`src/rtl/otp_pkg.sv`:
```
package otp_pkg;

   localparam int LINE_W   = 64;
   localparam int LINE_LSB = 3;
   localparam logic [63:0] GOLDEN = 64'h9E37_79B9_7F4A_7C15;

   typedef enum logic [2:0] {
      ST_IDLE,
      ST_WR_PAD,
      ST_WR_SLOW,
      ST_WR_ACK,
      ST_RD_FAST,
      ST_RD_SLOW,
      ST_RD_DEC
   } ctl_state_t;

   function automatic logic [63:0] key_expand(input logic [63:0] k);
      return k ^ (k << 32) ^ 64'hA5C3_96E1_0F1E_2D3C;
   endfunction

   function automatic logic [63:0] make_seed(input logic [63:0] a, input logic [63:0] s);
      return a ^ (s << 40) ^ (s << 7);
   endfunction

   function automatic logic [63:0] mix_round(input logic [63:0] x, input logic [63:0] k,
                                             input int unsigned r);
      logic [63:0] t;
      t = x + (k ^ (GOLDEN * 64'(r + 1)));
      t = t ^ {t[50:0], t[63:51]};
      t = t ^ (t >> 17);
      return t;
   endfunction

   function automatic logic [63:0] full_mix(input logic [63:0] seed, input logic [63:0] k,
                                            input int unsigned rounds);
      logic [63:0] t;
      t = seed;
      for (int unsigned r = 0; r < rounds; r++) t = mix_round(t, k, r);
      return t;
   endfunction

endpackage

```
`src/rtl/otp_pad_gen.sv`:
```
module otp_pad_gen #(
   parameter int STAGES = 4,
   parameter int ADDR_W = 32,
   parameter int SEQ_W  = 16,
   parameter int ID_W   = 16
) (
   input  logic              clk,
   input  logic              rst_n,
   input  logic              start,
   input  logic [ADDR_W-1:0] addr,
   input  logic [SEQ_W-1:0]  seq,
   input  logic [ID_W-1:0]   key,
   output logic              done,
   output logic [63:0]       pad
);
   import otp_pkg::*;

   if (STAGES < 1) begin : g_bad_stages
      $error("otp_pad_gen: STAGES must be at least 1");
   end

   logic [63:0] x_q [STAGES+1];
   logic [63:0] k_q [STAGES+1];
   logic        v_q [STAGES+1];

   always_comb begin
      x_q[0] = make_seed(64'(addr), 64'(seq));
      k_q[0] = key_expand(64'(key));
      v_q[0] = start;
   end

   for (genvar s = 0; s < STAGES; s++) begin : g_stage
      always_ff @(posedge clk) begin
         if (!rst_n) begin
            v_q[s+1] <= 1'b0;
            x_q[s+1] <= '0;
            k_q[s+1] <= '0;
         end else begin
            v_q[s+1] <= v_q[s];
            x_q[s+1] <= mix_round(x_q[s], k_q[s], s);
            k_q[s+1] <= k_q[s];
         end
      end
   end

   assign done = v_q[STAGES];
   assign pad  = x_q[STAGES];

endmodule

```
`src/rtl/otp_slow_cipher.sv`:
```
module otp_slow_cipher #(
   parameter int LAT    = 50,
   parameter int ROUNDS = 4,
   parameter int ADDR_W = 32,
   parameter int ID_W   = 16
) (
   input  logic              clk,
   input  logic              rst_n,
   input  logic              start,
   input  logic              decrypt,
   input  logic [ADDR_W-1:0] addr,
   input  logic [ID_W-1:0]   key,
   input  logic [63:0]       din,
   output logic              done,
   output logic [63:0]       dout
);
   import otp_pkg::*;

   localparam int CNT_W = $clog2(LAT + 1);
   localparam int ROT   = 13;

   if (LAT < 2) begin : g_bad_lat
      $error("otp_slow_cipher: LAT must be at least 2");
   end

   logic              busy;
   logic [CNT_W-1:0]  cnt;
   logic              dec_q;
   logic [63:0]       din_q;
   logic [ADDR_W-1:0] addr_q;
   logic [ID_W-1:0]   key_q;
   logic [63:0]       blk_pad;
   logic [63:0]       result;

   always_comb begin
      blk_pad = full_mix(64'(addr_q), key_expand(64'(key_q)), ROUNDS);
      if (dec_q) result = {din_q[ROT-1:0], din_q[63:ROT]} ^ blk_pad;
      else begin
         result = din_q ^ blk_pad;
         result = {result[63-ROT:0], result[63:64-ROT]};
      end
   end

   always_ff @(posedge clk) begin
      if (!rst_n) begin
         busy   <= 1'b0;
         cnt    <= '0;
         done   <= 1'b0;
         dout   <= '0;
         dec_q  <= 1'b0;
         din_q  <= '0;
         addr_q <= '0;
         key_q  <= '0;
      end else begin
         done <= 1'b0;
         if (start) begin
            busy   <= 1'b1;
            cnt    <= CNT_W'(LAT - 1);
            dec_q  <= decrypt;
            din_q  <= din;
            addr_q <= addr;
            key_q  <= key;
         end else if (busy) begin
            if (cnt == '0) begin
               busy <= 1'b0;
               done <= 1'b1;
               dout <= result;
            end else begin
               cnt <= cnt - 1'b1;
            end
         end
      end
   end


   slow_start_idle_chk: assert property (@(posedge clk) disable iff (!rst_n)
      start |-> !busy);


   slow_done_once_chk: assert property (@(posedge clk) disable iff (!rst_n)
      done |=> !done);

endmodule

```
`src/rtl/otp_seq_cache.sv`:
```
module otp_seq_cache #(
   parameter int ENTRIES = 4,
   parameter int TAG_W   = 29,
   parameter int SEQ_W   = 16,
   parameter int ID_W    = 16
) (
   input  logic             clk,
   input  logic             rst_n,
   input  logic [TAG_W-1:0] look_tag,
   input  logic [ID_W-1:0]  look_id,
   input  logic             upd_en,
   output logic             hit,
   output logic             has_free,
   output logic [SEQ_W-1:0] cur_seq,
   output logic [SEQ_W-1:0] next_seq
);

   if (ENTRIES < 1) begin : g_bad_entries
      $error("otp_seq_cache: ENTRIES must be at least 1");
   end

   logic [ENTRIES-1:0] valid;
   logic [ENTRIES-1:0] match;
   logic [ENTRIES-1:0] alloc_sel;
   logic [TAG_W-1:0]   tag_q [ENTRIES];
   logic [ID_W-1:0]    own_q [ENTRIES];
   logic [SEQ_W-1:0]   seq_q [ENTRIES];

   for (genvar i = 0; i < ENTRIES; i++) begin : g_cmp
      assign match[i] = valid[i] && (tag_q[i] == look_tag) && (own_q[i] == look_id);
   end

   always_comb begin
      logic found;
      found     = 1'b0;
      alloc_sel = '0;
      cur_seq   = '0;
      for (int i = 0; i < ENTRIES; i++) begin
         if (match[i]) cur_seq = cur_seq | seq_q[i];
         if (!valid[i] && !found) begin
            alloc_sel[i] = 1'b1;
            found        = 1'b1;
         end
      end
   end

   assign hit      = |match;
   assign has_free = ~&valid;
   assign next_seq = hit ? cur_seq + 1'b1 : SEQ_W'(1);

   for (genvar i = 0; i < ENTRIES; i++) begin : g_entry
      always_ff @(posedge clk) begin
         if (!rst_n) begin
            valid[i] <= 1'b0;
            tag_q[i] <= '0;
            own_q[i] <= '0;
            seq_q[i] <= '0;
         end else if (upd_en) begin
            if (match[i]) begin
               seq_q[i] <= seq_q[i] + 1'b1;
            end else if (!hit && alloc_sel[i]) begin
               valid[i] <= 1'b1;
               tag_q[i] <= look_tag;
               own_q[i] <= look_id;
               seq_q[i] <= SEQ_W'(1);
            end
         end
      end
   end


   snc_unique_chk: assert property (@(posedge clk) disable iff (!rst_n)
      $onehot0(match));


   snc_no_evict_chk: assert property (@(posedge clk) disable iff (!rst_n)
      1'b1 |=> ($countones(valid) >= $past($countones(valid))));


   snc_advance_chk: assert property (@(posedge clk) disable iff (!rst_n)
      (upd_en && hit) |=> ($countones(valid) == $past($countones(valid))));

endmodule

```
`src/rtl/otp_mem_crypt.sv`:
```
module otp_mem_crypt #(
   parameter int ADDR_W     = 32,
   parameter int SEQ_W      = 16,
   parameter int ID_W       = 16,
   parameter int ENTRIES    = 4,
   parameter int PAD_STAGES = 4,
   parameter int SLOW_LAT   = 50
) (
   input  logic              clk,
   input  logic              rst_n,
   input  logic [ID_W-1:0]   prog_key,
   input  logic              c_req_valid,
   output logic              c_req_ready,
   input  logic              c_req_write,
   input  logic [ADDR_W-1:0] c_req_addr,
   input  logic [63:0]       c_req_wdata,
   output logic              c_rsp_valid,
   output logic [63:0]       c_rsp_rdata,
   output logic              m_req_valid,
   output logic              m_req_write,
   output logic [ADDR_W-1:0] m_req_addr,
   output logic [63:0]       m_req_wdata,
   input  logic              m_rsp_valid,
   input  logic [63:0]       m_rsp_rdata
);
   import otp_pkg::*;

   localparam int TAG_W = ADDR_W - LINE_LSB;

   if (ADDR_W <= LINE_LSB || ADDR_W > 64) begin : g_bad_addr
      $error("otp_mem_crypt: ADDR_W out of range");
   end
   if (SEQ_W < 2 || SEQ_W > 24) begin : g_bad_seq
      $error("otp_mem_crypt: SEQ_W must lie in 2..24");
   end
   if (ID_W < 1 || ID_W > 32) begin : g_bad_id
      $error("otp_mem_crypt: ID_W must lie in 1..32");
   end

   ctl_state_t        st;
   logic [ADDR_W-1:0] addr_q;
   logic [63:0]       data_q;
   logic [ID_W-1:0]   key_q;
   logic [SEQ_W-1:0]  pad_seq_q;
   logic              pad_start_q;
   logic [63:0]       pad_q;
   logic              pad_have;
   logic              slow_start_q;
   logic              slow_dec_q;
   logic [63:0]       slow_din_q;

   logic              snc_hit, snc_free, snc_upd;
   logic [SEQ_W-1:0]  snc_cur, snc_next;
   logic              pad_done;
   logic [63:0]       pad_out;
   logic              slow_done;
   logic [63:0]       slow_out;
   logic              accept;

   assign c_req_ready = (st == ST_IDLE);
   assign accept      = c_req_ready && c_req_valid;
   assign snc_upd     = accept && c_req_write && (snc_hit || snc_free);

   otp_seq_cache #(
      .ENTRIES(ENTRIES), .TAG_W(TAG_W), .SEQ_W(SEQ_W), .ID_W(ID_W)
   ) u_snc (
      .clk      (clk),
      .rst_n    (rst_n),
      .look_tag (c_req_addr[ADDR_W-1:LINE_LSB]),
      .look_id  (prog_key),
      .upd_en   (snc_upd),
      .hit      (snc_hit),
      .has_free (snc_free),
      .cur_seq  (snc_cur),
      .next_seq (snc_next)
   );

   otp_pad_gen #(
      .STAGES(PAD_STAGES), .ADDR_W(ADDR_W), .SEQ_W(SEQ_W), .ID_W(ID_W)
   ) u_pad (
      .clk   (clk),
      .rst_n (rst_n),
      .start (pad_start_q),
      .addr  (addr_q),
      .seq   (pad_seq_q),
      .key   (key_q),
      .done  (pad_done),
      .pad   (pad_out)
   );

   otp_slow_cipher #(
      .LAT(SLOW_LAT), .ROUNDS(PAD_STAGES), .ADDR_W(ADDR_W), .ID_W(ID_W)
   ) u_slow (
      .clk     (clk),
      .rst_n   (rst_n),
      .start   (slow_start_q),
      .decrypt (slow_dec_q),
      .addr    (addr_q),
      .key     (key_q),
      .din     (slow_din_q),
      .done    (slow_done),
      .dout    (slow_out)
   );

   always_ff @(posedge clk) begin
      if (!rst_n) begin
         st           <= ST_IDLE;
         addr_q       <= '0;
         data_q       <= '0;
         key_q        <= '0;
         pad_seq_q    <= '0;
         pad_start_q  <= 1'b0;
         pad_q        <= '0;
         pad_have     <= 1'b0;
         slow_start_q <= 1'b0;
         slow_dec_q   <= 1'b0;
         slow_din_q   <= '0;
         c_rsp_valid  <= 1'b0;
         c_rsp_rdata  <= '0;
         m_req_valid  <= 1'b0;
         m_req_write  <= 1'b0;
         m_req_addr   <= '0;
         m_req_wdata  <= '0;
      end else begin
         c_rsp_valid  <= 1'b0;
         m_req_valid  <= 1'b0;
         pad_start_q  <= 1'b0;
         slow_start_q <= 1'b0;
         if (pad_done) begin
            pad_q    <= pad_out;
            pad_have <= 1'b1;
         end
         unique case (st)
            ST_IDLE: if (c_req_valid) begin
               addr_q   <= c_req_addr;
               data_q   <= c_req_wdata;
               key_q    <= prog_key;
               pad_have <= 1'b0;
               if (c_req_write) begin
                  if (snc_hit || snc_free) begin
                     pad_start_q <= 1'b1;
                     pad_seq_q   <= snc_next;
                     st          <= ST_WR_PAD;
                  end else begin
                     slow_start_q <= 1'b1;
                     slow_dec_q   <= 1'b0;
                     slow_din_q   <= c_req_wdata;
                     st           <= ST_WR_SLOW;
                  end
               end else begin
                  m_req_valid <= 1'b1;
                  m_req_write <= 1'b0;
                  m_req_addr  <= c_req_addr;
                  if (snc_hit) begin
                     pad_start_q <= 1'b1;
                     pad_seq_q   <= snc_cur;
                     st          <= ST_RD_FAST;
                  end else begin
                     st <= ST_RD_SLOW;
                  end
               end
            end
            ST_WR_PAD: if (pad_done) begin
               m_req_valid <= 1'b1;
               m_req_write <= 1'b1;
               m_req_addr  <= addr_q;
               m_req_wdata <= data_q ^ pad_out;
               st          <= ST_WR_ACK;
            end
            ST_WR_SLOW: if (slow_done) begin
               m_req_valid <= 1'b1;
               m_req_write <= 1'b1;
               m_req_addr  <= addr_q;
               m_req_wdata <= slow_out;
               st          <= ST_WR_ACK;
            end
            ST_WR_ACK: if (m_rsp_valid) begin
               c_rsp_valid <= 1'b1;
               c_rsp_rdata <= '0;
               st          <= ST_IDLE;
            end
            ST_RD_FAST: if (m_rsp_valid) begin
               c_rsp_valid <= 1'b1;
               c_rsp_rdata <= m_rsp_rdata ^ pad_q;
               st          <= ST_IDLE;
            end
            ST_RD_SLOW: if (m_rsp_valid) begin
               slow_start_q <= 1'b1;
               slow_dec_q   <= 1'b1;
               slow_din_q   <= m_rsp_rdata;
               st           <= ST_RD_DEC;
            end
            ST_RD_DEC: if (slow_done) begin
               c_rsp_valid <= 1'b1;
               c_rsp_rdata <= slow_out;
               st          <= ST_IDLE;
            end
            default: st <= ST_IDLE;
         endcase
      end
   end


   rd_overlap_chk: assert property (@(posedge clk) disable iff (!rst_n)
      (accept && !c_req_write) |=> (m_req_valid && !m_req_write));


   pad_ready_chk: assert property (@(posedge clk) disable iff (!rst_n)
      (st == ST_RD_FAST && m_rsp_valid) |-> pad_have);


   xor_one_cycle_chk: assert property (@(posedge clk) disable iff (!rst_n)
      (st == ST_RD_FAST && m_rsp_valid) |=> c_rsp_valid);


   rsp_pulse_chk: assert property (@(posedge clk) disable iff (!rst_n)
      c_rsp_valid |=> !c_rsp_valid);


   mreq_pulse_chk: assert property (@(posedge clk) disable iff (!rst_n)
      m_req_valid |=> !m_req_valid);


   wr_ack_chk: assert property (@(posedge clk) disable iff (!rst_n)
      (st == ST_WR_ACK && m_rsp_valid) |=> (c_rsp_valid && c_rsp_rdata == '0));


   busy_hold_chk: assert property (@(posedge clk) disable iff (!rst_n)
      accept |=> !c_req_ready);

endmodule

```
`config.mk`:
```
export PLATFORM = sky130hd
export DESIGN_NAME = otp_mem_crypt
export DESIGN_NICKNAME = d
export VERILOG_FILES = /design/src/rtl/otp_pkg.sv /design/src/rtl/otp_pad_gen.sv /design/src/rtl/otp_slow_cipher.sv /design/src/rtl/otp_seq_cache.sv /design/src/rtl/otp_mem_crypt.sv
export SDC_FILE = /design/constraint.sdc
export NUM_CORES = 2
export LEC_CHECK = 0
export CAP_MARGIN = 10
export CORE_MARGIN = 3
export CORE_UTILIZATION = 45
export DETAILED_ROUTE_END_ITERATION = 10
export GPL_TIMING_DRIVEN = 0
export PLACE_DENSITY = 0.63
export SETUP_SLACK_MARGIN = 0.1
export SLEW_MARGIN = 15
export SYNTH_ARGS = -nofsm -noshare
export SYNTH_HDL_FRONTEND = slang
export SYNTH_SLANG_ARGS = --single-unit
export TNS_END_PERCENT = 50
```
`constraint.sdc`:
```
create_clock -name clk -period 50.1 [get_ports clk]
set_input_delay 5.01 -clock clk [delete_from_list [all_inputs] [get_ports clk]]
set_output_delay 5.01 -clock clk [all_outputs]
set_load 0.03 [all_outputs]
```
### Word level (Yosys, flattened, before mapping)

Memory sizes are Yosys's and may differ from the RTL's.
Cells that the tools add are included.

* multiplexer cells: 125
* equality and inequality tests: 27
* bitwise gates (word level): 61
* reductions and logical operators: 54
* divide/modulo/power cells: 0
* shifts and indexed selects: 0
* $lt $le $gt $ge: 0
* multiply operators: 0
* $add $sub $neg: 14

Operators with widths (number)
* $xor 64x64->64: 12
* $mux 64: 9
* $xor 64x47->64: 8
* $add 64x64->64: 7
* $mux 16: 20
* $pmux 64 s2: 2
* $pmux 64 s3: 1
* $not 37->37: 4
* $mux 32: 4
* $eq 29x29->1: 4
* $mux 29: 4
* $pmux 32 s3: 1
* $xor 16x48->48: 2
* $add 16x1->16 const B: 5
* $not 40->40: 2
* $not 38->38: 2
* $mux 1: 67
* $add 32x64->64: 1
* $eq 16x16->1: 4
* $not 32->32: 2
* $xor 64x23->64: 1
* $xor 32x56->56: 1
* $or 16x16->16: 3
* $mux 3: 7
* 28 further kinds: 108

* output and inout bits: 164
* RAM bits: 244
* bits in latches: 0
* logic and storage cells: 324
* bits in read-only memories: 0
* memories: 3
* flip-flop bits (word level): 1066
* input port bits: 181

Memory list
* u_snc.tag_q: depth 4, bits a word 29, read ports 4, clocked after memory_dff 0, wr ports 4, line otp_seq_cache.sv:25 `logic [TAG_W-1:0] tag_q [ENTRIES];`
* u_snc.own_q: depth 4, bits a word 16, read ports 4, clocked after memory_dff 0, wr ports 4, line otp_seq_cache.sv:26 `logic [ID_W-1:0] own_q [ENTRIES];`
* u_snc.seq_q: depth 4, bits a word 16, read ports 4, clocked after memory_dff 0, wr ports 4, line otp_seq_cache.sv:27 `logic [SEQ_W-1:0] seq_q [ENTRIES];`

### Longest topological paths before layout

* word-level depth: 17
* mapped depth: 82
* gate-level depth less buffers: 82

### Cells and area by module

Synthesis repeated with hierarchy kept, for this count alone.

* cell total of the unflattened synthesis: 9302
* area, all modules: 81553.2 µm²

Modules (own cells, without submodules)
* otp_pad_gen: cells each 3269, area each 26511.7 µm², instances 1, sequential area each 6946.7 µm²
* otp_slow_cipher: cells each 2829, area each 23737.8 µm², instances 1, sequential area each 3703.6 µm²
* otp_mem_crypt: cells each 2102, area each 18154.9 µm², instances 1, sequential area each 8508.2 µm²
* otp_seq_cache: cells each 1102, area each 13148.9 µm², instances 1, sequential area each 7407.1 µm²

### Least setup slack after synthesis

No wires, ideal clock.

* path kind: register to register
* start point: reg u_slow.key_q[3]
* end point: reg u_slow.dout[54]
* data required time: 49.968 ns
* setup slack: 34.150 ns
* stages on the path, launching flop included: 79
* arrival time: 15.818 ns
* clock period less this slack: 15.950 ns
* path buffers: 1
* setup time: 0.132 ns
* path through: dfxtp_1 inv_1 ha_1 o21ai_0 o21ai_2 a31oi_4 or4_1 and3_1 clkbuf_1 xnor2_1 xor2_1 ha_1 fa_1 a21o_1 a21oi_1 o21bai_1 a21oi_1 o21ai_0 (+43 left out) nand2_1 a21o_1 a21o_1 a21o_1 a21o_1 a21o_1 a21o_1 o41ai_2 a311oi_4 a2111oi_4 nor2_1 a211oi_2 xor2_2 xnor2_2 xor3_1 o21ai_2 xnor2_1 a21oi_1

* cells in the longest elaborated chain, start to end: 16
* elaborated cells between the ends (all ways): 20

Ends and longest elaborated chain
* start: declaration: line otp_slow_cipher.sv:31 `logic [ID_W-1:0] key_q;`
* start signal: assignment: line otp_slow_cipher.sv:62 `key_q <= key;`
* $xor 16x48->48 *: line otp_pkg.sv:18 `return k ^ (k << 32) ^ 64'hA5C3_96E1_0F1E_2D3C;`
* $not 32->32 (no line) / $not 38->38 (equally long branches)
* $add 32x64->64: line otp_pkg.sv:28 `t = x + (k ^ (GOLDEN * 64'(r + 1)));`
* $xor 64x64->64: line otp_pkg.sv:29 `t = t ^ {t[50:0], t[63:51]};`
* $xor 64x47->64: line otp_pkg.sv:30 `t = t ^ (t >> 17);`
* $add 64x64->64: line otp_pkg.sv:28
* $xor 64x64->64: line otp_pkg.sv:29
* $xor 64x47->64: line otp_pkg.sv:30
* $add 64x64->64: line otp_pkg.sv:28
* $xor 64x64->64: line otp_pkg.sv:29
* $xor 64x47->64: line otp_pkg.sv:30
* $add 64x64->64 *: line otp_pkg.sv:28
* $xor 64x64->64 *: line otp_pkg.sv:29
* $xor 64x47->64 *: line otp_pkg.sv:30
* $xor 64x64->64 (on tied branches): line otp_slow_cipher.sv:39, otp_slow_cipher.sv:37
* $mux 64 *: line otp_slow_cipher.sv:37 `if (dec_q) result = {din_q[ROT-1:0], din_q[63:ROT]} ^ blk_pad;`
* end signal: assignment: line otp_slow_cipher.sv:67 `dout <= result;`
* end: declaration: line otp_slow_cipher.sv:15 `output logic [63:0] dout`

Mark *: on every way between the ends. The rest lies on a longest branch, timed or not.
A chain may end at the register's enable or synchronous reset.

### Final worst setup path

* start point: reg u_slow.key_q[3]
* end point: reg u_slow.dout[42]

The elaborated chain is that of the path after synthesis.

==> impl_summary.md <==
Outcome
The flow ran to the end, and the final reports show no timing, DRC or antenna violations.

STA
The setup violation total in the final timing report is 0. Headroom to the max-slew limit came out at a little over an eighth. The final clock skew is 0.05271 ns. Setup repair after global routing left no endpoint under its margin. The measured slew at the worst slew-check pin is roughly 1.3 ns. The clock period could shrink to around 22 ns. In the final timing run, aggregate negative setup slack is 0 ns.

The worst path uses between 40% and 50% of the clock period. The fmax is between 0.04 and 0.05 GHz. The number of slew-limit violations in the final report came to 0.

The total count of hold-check failures in the final report was 0.

Hold path
The end of the worst hold path is u_pad.v_q[1]. The hold-critical path depth is 1. The hold path startpoint is u_pad.v_q[2]. The path class of the lowest-slack min-delay path is reg -> reg.

Floorplan
The cell row count is between 100 and 150. The initial utilization of the core area, before any placement, comes to a little under half. In this run the vertical extent of the chip is 413.2 um. The die is slightly above 400 um wide. During I/O placement, the number of pins put on the boundary was around 350. After floorplanning, the core was sized to cover approximately 160000 um^2. The full die area is roughly 170000 um^2.

Finish
The most common library cell in the layout ignoring fill and taps is sky130_fd_sc_hd__dfxtp_1. The fraction of layout cells with a size suffix above 1 is around 4.2%. In the layout the commonest cells are 961 x sky130_fd_sc_hd__dfxtp_1, 950 x sky130_fd_sc_hd__xnor2_1, 934 x sky130_fd_sc_hd__nor2_1. The number of nets in the finished design is 9228.

From synthesis to final layout, the design area changed by 14.02%.

Drt
For this block, the routed nets add up to around 330000 um of wire. The count of unresolved DRC violations after routing is 0. The count of nets left with antenna violations once routing finished came out at 0. Before antenna repair, the detailed router went through 9 iterations. The ratio of routed vias to standard cells is 5.875. The first routing iteration left 6838 violations. The average wire length per cell after detail routing is around 30 um. Across all layers, the routed design uses 64899 vias.

Clock tree
The clock root buffer master is sky130_fd_sc_hd__clkbuf_16. Counting along the longest clock path gives a buffer depth of 3. TritonCTS built the clock tree. The tree built by TritonCTS fans out to around 1200 sinks. In this run, post-CTS hold repair placed 0 buffers.

Clock latency on the worst-skew pair, taken at its later pin, is around 0.81 ns. After clock tree synthesis, the repair step resized 0 gates. Clock tree synthesis inserted a total of 134 buffers.

The number of H-tree levels is 4. Post-CTS timing repair inserted 0 buffers for setup. After clock tree synthesis, the clock-pin slew on the worst setup and hold paths is roughly 0.060 ns.

Critical path
The largest individual stage delay along the critical path comes from the cell sky130_fd_sc_hd__dfxtp_1. For the worst setup path, the data required time is ~50 ns. STA puts the critical path data arrival time at between 20 and 25 ns. The capturing point of the worst reg2reg path is u_slow.dout[42].

The class of the most critical setup path is reg -> reg. The cell occurring most often along the worst timing path is sky130_fd_sc_hd__a21oi_1. The top fanout value on the critical path is 10.

The setup slack on the worst flop-to-flop path is around 28 ns. The worst register-to-register path begins at u_slow.key_q[3]. STA classifies the critical path endpoint as a flip-flop.

STA classifies the critical path startpoint as a flip-flop. The cell depth of the worst flop-to-flop path is between 70 and 80. The critical path's largest stage delay is between 0.8 and 0.9 ns.

Synthesis
The most used flip-flop cell after synthesis is sky130_fd_sc_hd__dfxtp_1. Of the synthesized area, sequential elements account for a little over a third. The post-synthesis compound-gate area fraction is roughly 14%.

The share of synthesized cell area in and, or, nand and nor gates is ~15%. In this run, synthesis inferred ~240 flip-flops with an integrated enable. In this run the mean area of a mapped cell was between 8 and 9 um^2. Summing every instance area after synthesis gives 74610 um^2. The share of synthesized cell area in full adder, half adder and majority cells is slightly above 5%. Synthesis produced 8305 cells. The xor and xnor fraction of the mapped netlist area is between 20% and 30%. The portion of synthesized area spent on multiplexers is 3.886%. The synthesized design devotes to its leading area cell type about a quarter of total area. When the netlist entered floorplanning its net count stood at between 8000 and 9000.

By area, the combinational part of the netlist is dominated by XOR/XNOR gates. The distinct cell type count after synthesis is about 120. The synthesized flop and latch total is between 1000 and 1500. In the synthesized netlist the async set-or-reset flop fraction comes to 0%.

The largest area contributor in the netlist is sky130_fd_sc_hd__dfxtp_1. By area the synthesized netlist is led by sky130_fd_sc_hd__dfxtp_1 26%, sky130_fd_sc_hd__xnor2_1 11%, sky130_fd_sc_hd__edfxtp_1 9.8%, sky130_fd_sc_hd__xor2_1 9.2%, sky130_fd_sc_hd__ha_1 4.8%. Yosys printed 0 warnings.

Global routing
The first global-routing pass estimated between 400000 and 500000 um of wire. The total global routing track utilization is 37.25%. The final global-route overflow total is 0. The maximum number of pins on one net before global-route repair is 28. The initial antenna violation count came to 26. The via count of the first global-routing pass came to about 61000.

Placed design
Detailed placement ended at an HPWL of about 270000 um. The count of buffers added on input and output ports is 299. The routability congestion estimate is ~1.0.

Job
Across the run, the number of max-cap violations was 0.
logic make-up (layout without fill, tap and decap cells):
kind of cell | count (synthesis) | count (layout)
AND/OR/NAND/NOR | 2491 | 2491
XOR/XNOR | 1801 | 1801
AO/OA/AOI/OAI | 1572 | 1572
flip-flops | 1205 | 1205
buffers and inverters | 651 | 1207
adder cells (fa/ha/maj) | 296 | 296
multiplexers | 289 | 289
other | 0 | 11
registers in the layout, summed over array words and instances (netlist names), 4 cells and up:
register and count:
u_pad.x_q 192, u_snc.tag_q 116, u_pad.k_q 87, c_rsp_rdata 64, data_q 64, m_req_wdata 64, pad_q 64, slow_din_q 64
u_pad.pad 64, u_slow.din_q 64, u_slow.dout 64, u_snc.own_q 64, u_snc.seq_q 64, addr_q 32, m_req_addr 32, u_slow.addr_q 32
key_q 16, pad_seq_q 16, u_slow.key_q 16, u_slow.cnt 6, u_snc.valid 4
area by class of cell:
type	instances	area [um^2]
Fill cell	15464	78630
Multi-Input combinational cell	6449	45650
Sequential cell	1205	26570
Clock buffer	179	3704
Timing Repair Buffer	310	3163
Tap cell	2175	2721
Buffer	402	1543
Inverter	249	934.6
Clock inverter	67	763.2
Antenna cell	11	27.53
per-stage QoR:
stage	util, %	setup WS, ns	cell area (um^2)	hold slack (ns)	cells
2_1_floorplan	-	34.15	74610	0.4119	8305
3_3_place_gp	49.07	28.77	80320	0.4147	10779
3_5_place_dp	49.22	28.82	80570	0.4188	10790
4_1_cts	51.95	28.70	85040	0.4338	11036
5_1_grt	51.95	26.99	85050	0.4605	11039
6_report	51.97	28.31	85070	0.4316	11047
Yosys cell counts (17+ instances only):
library cell and count:
sky130_fd_sc_hd__a22oi_1 83, sky130_fd_sc_hd__xnor3_1 36, sky130_fd_sc_hd__nor2_1 936, sky130_fd_sc_hd__or2_2 19
sky130_fd_sc_hd__a222oi_1 17, sky130_fd_sc_hd__xor2_1 780, sky130_fd_sc_hd__inv_1 248, sky130_fd_sc_hd__a21boi_0 27
sky130_fd_sc_hd__nor4_1 58, sky130_fd_sc_hd__edfxtp_1 244, sky130_fd_sc_hd__a211oi_1 180, sky130_fd_sc_hd__o21a_1 28
sky130_fd_sc_hd__nor2b_1 47, sky130_fd_sc_hd__nor3_1 111, sky130_fd_sc_hd__and3_1 105, sky130_fd_sc_hd__o21ai_0 177
sky130_fd_sc_hd__a21o_1 120, sky130_fd_sc_hd__o211ai_1 90, sky130_fd_sc_hd__a221oi_1 22, sky130_fd_sc_hd__buf_1 19
sky130_fd_sc_hd__o21bai_1 59, sky130_fd_sc_hd__o221ai_1 31, sky130_fd_sc_hd__o31ai_1 18, sky130_fd_sc_hd__or3_1 35
sky130_fd_sc_hd__xnor2_1 950, sky130_fd_sc_hd__a31oi_1 38, sky130_fd_sc_hd__ha_1 288, sky130_fd_sc_hd__a21oi_1 485
sky130_fd_sc_hd__dfxtp_1 961, sky130_fd_sc_hd__nand2b_1 65, sky130_fd_sc_hd__nand2_1 642, sky130_fd_sc_hd__clkbuf_1 369
sky130_fd_sc_hd__nand4_1 45, sky130_fd_sc_hd__and2_1 232, sky130_fd_sc_hd__nand3_1 122, sky130_fd_sc_hd__mux2i_1 284
how the worst max path moves through the flow:
stage                         start              end  slack (ns)
floorplan           u_slow.key_q[3]  u_slow.dout[54]       34.15
global placement    u_slow.key_q[1]  u_slow.dout[56]       28.77
CTS                 u_slow.key_q[1]  u_slow.dout[42]       28.70
detailed placement  u_slow.key_q[1]  u_slow.dout[42]       28.82
global route        u_slow.key_q[1]  u_slow.dout[56]       26.99
finish              u_slow.key_q[3]  u_slow.dout[42]       28.31
per-layer routing:
| layer | track usage (%) | share of wire [%] | vias to the layer above |
|---|---|---|---|
| met3 | 7.201 | 8.4 | 573 |
| met1 | 50.58 | 43 | 31616 |
| met5 | 0.7471 | 0.063 | - |
| met4 | 16.64 | 5.2 | 10 |
| met2 | 57.19 | 43 | 3137 |
| li1 | - | - | 29563 |
critical path, delay by kind of cell (launching register included):
family	cells	cell delay, ns
compound gates	48	12.52
xor+xnor	9	2.91
fa+ha+maj	5	1.82
buf+inv	3	0.87
flops	1	0.85
mux	1	0.35
simple gates	13	2.28
Power is left out: the tool's default activity adds up to more than one toggle a clock period on the data nets, which glitch-free logic cannot reach.
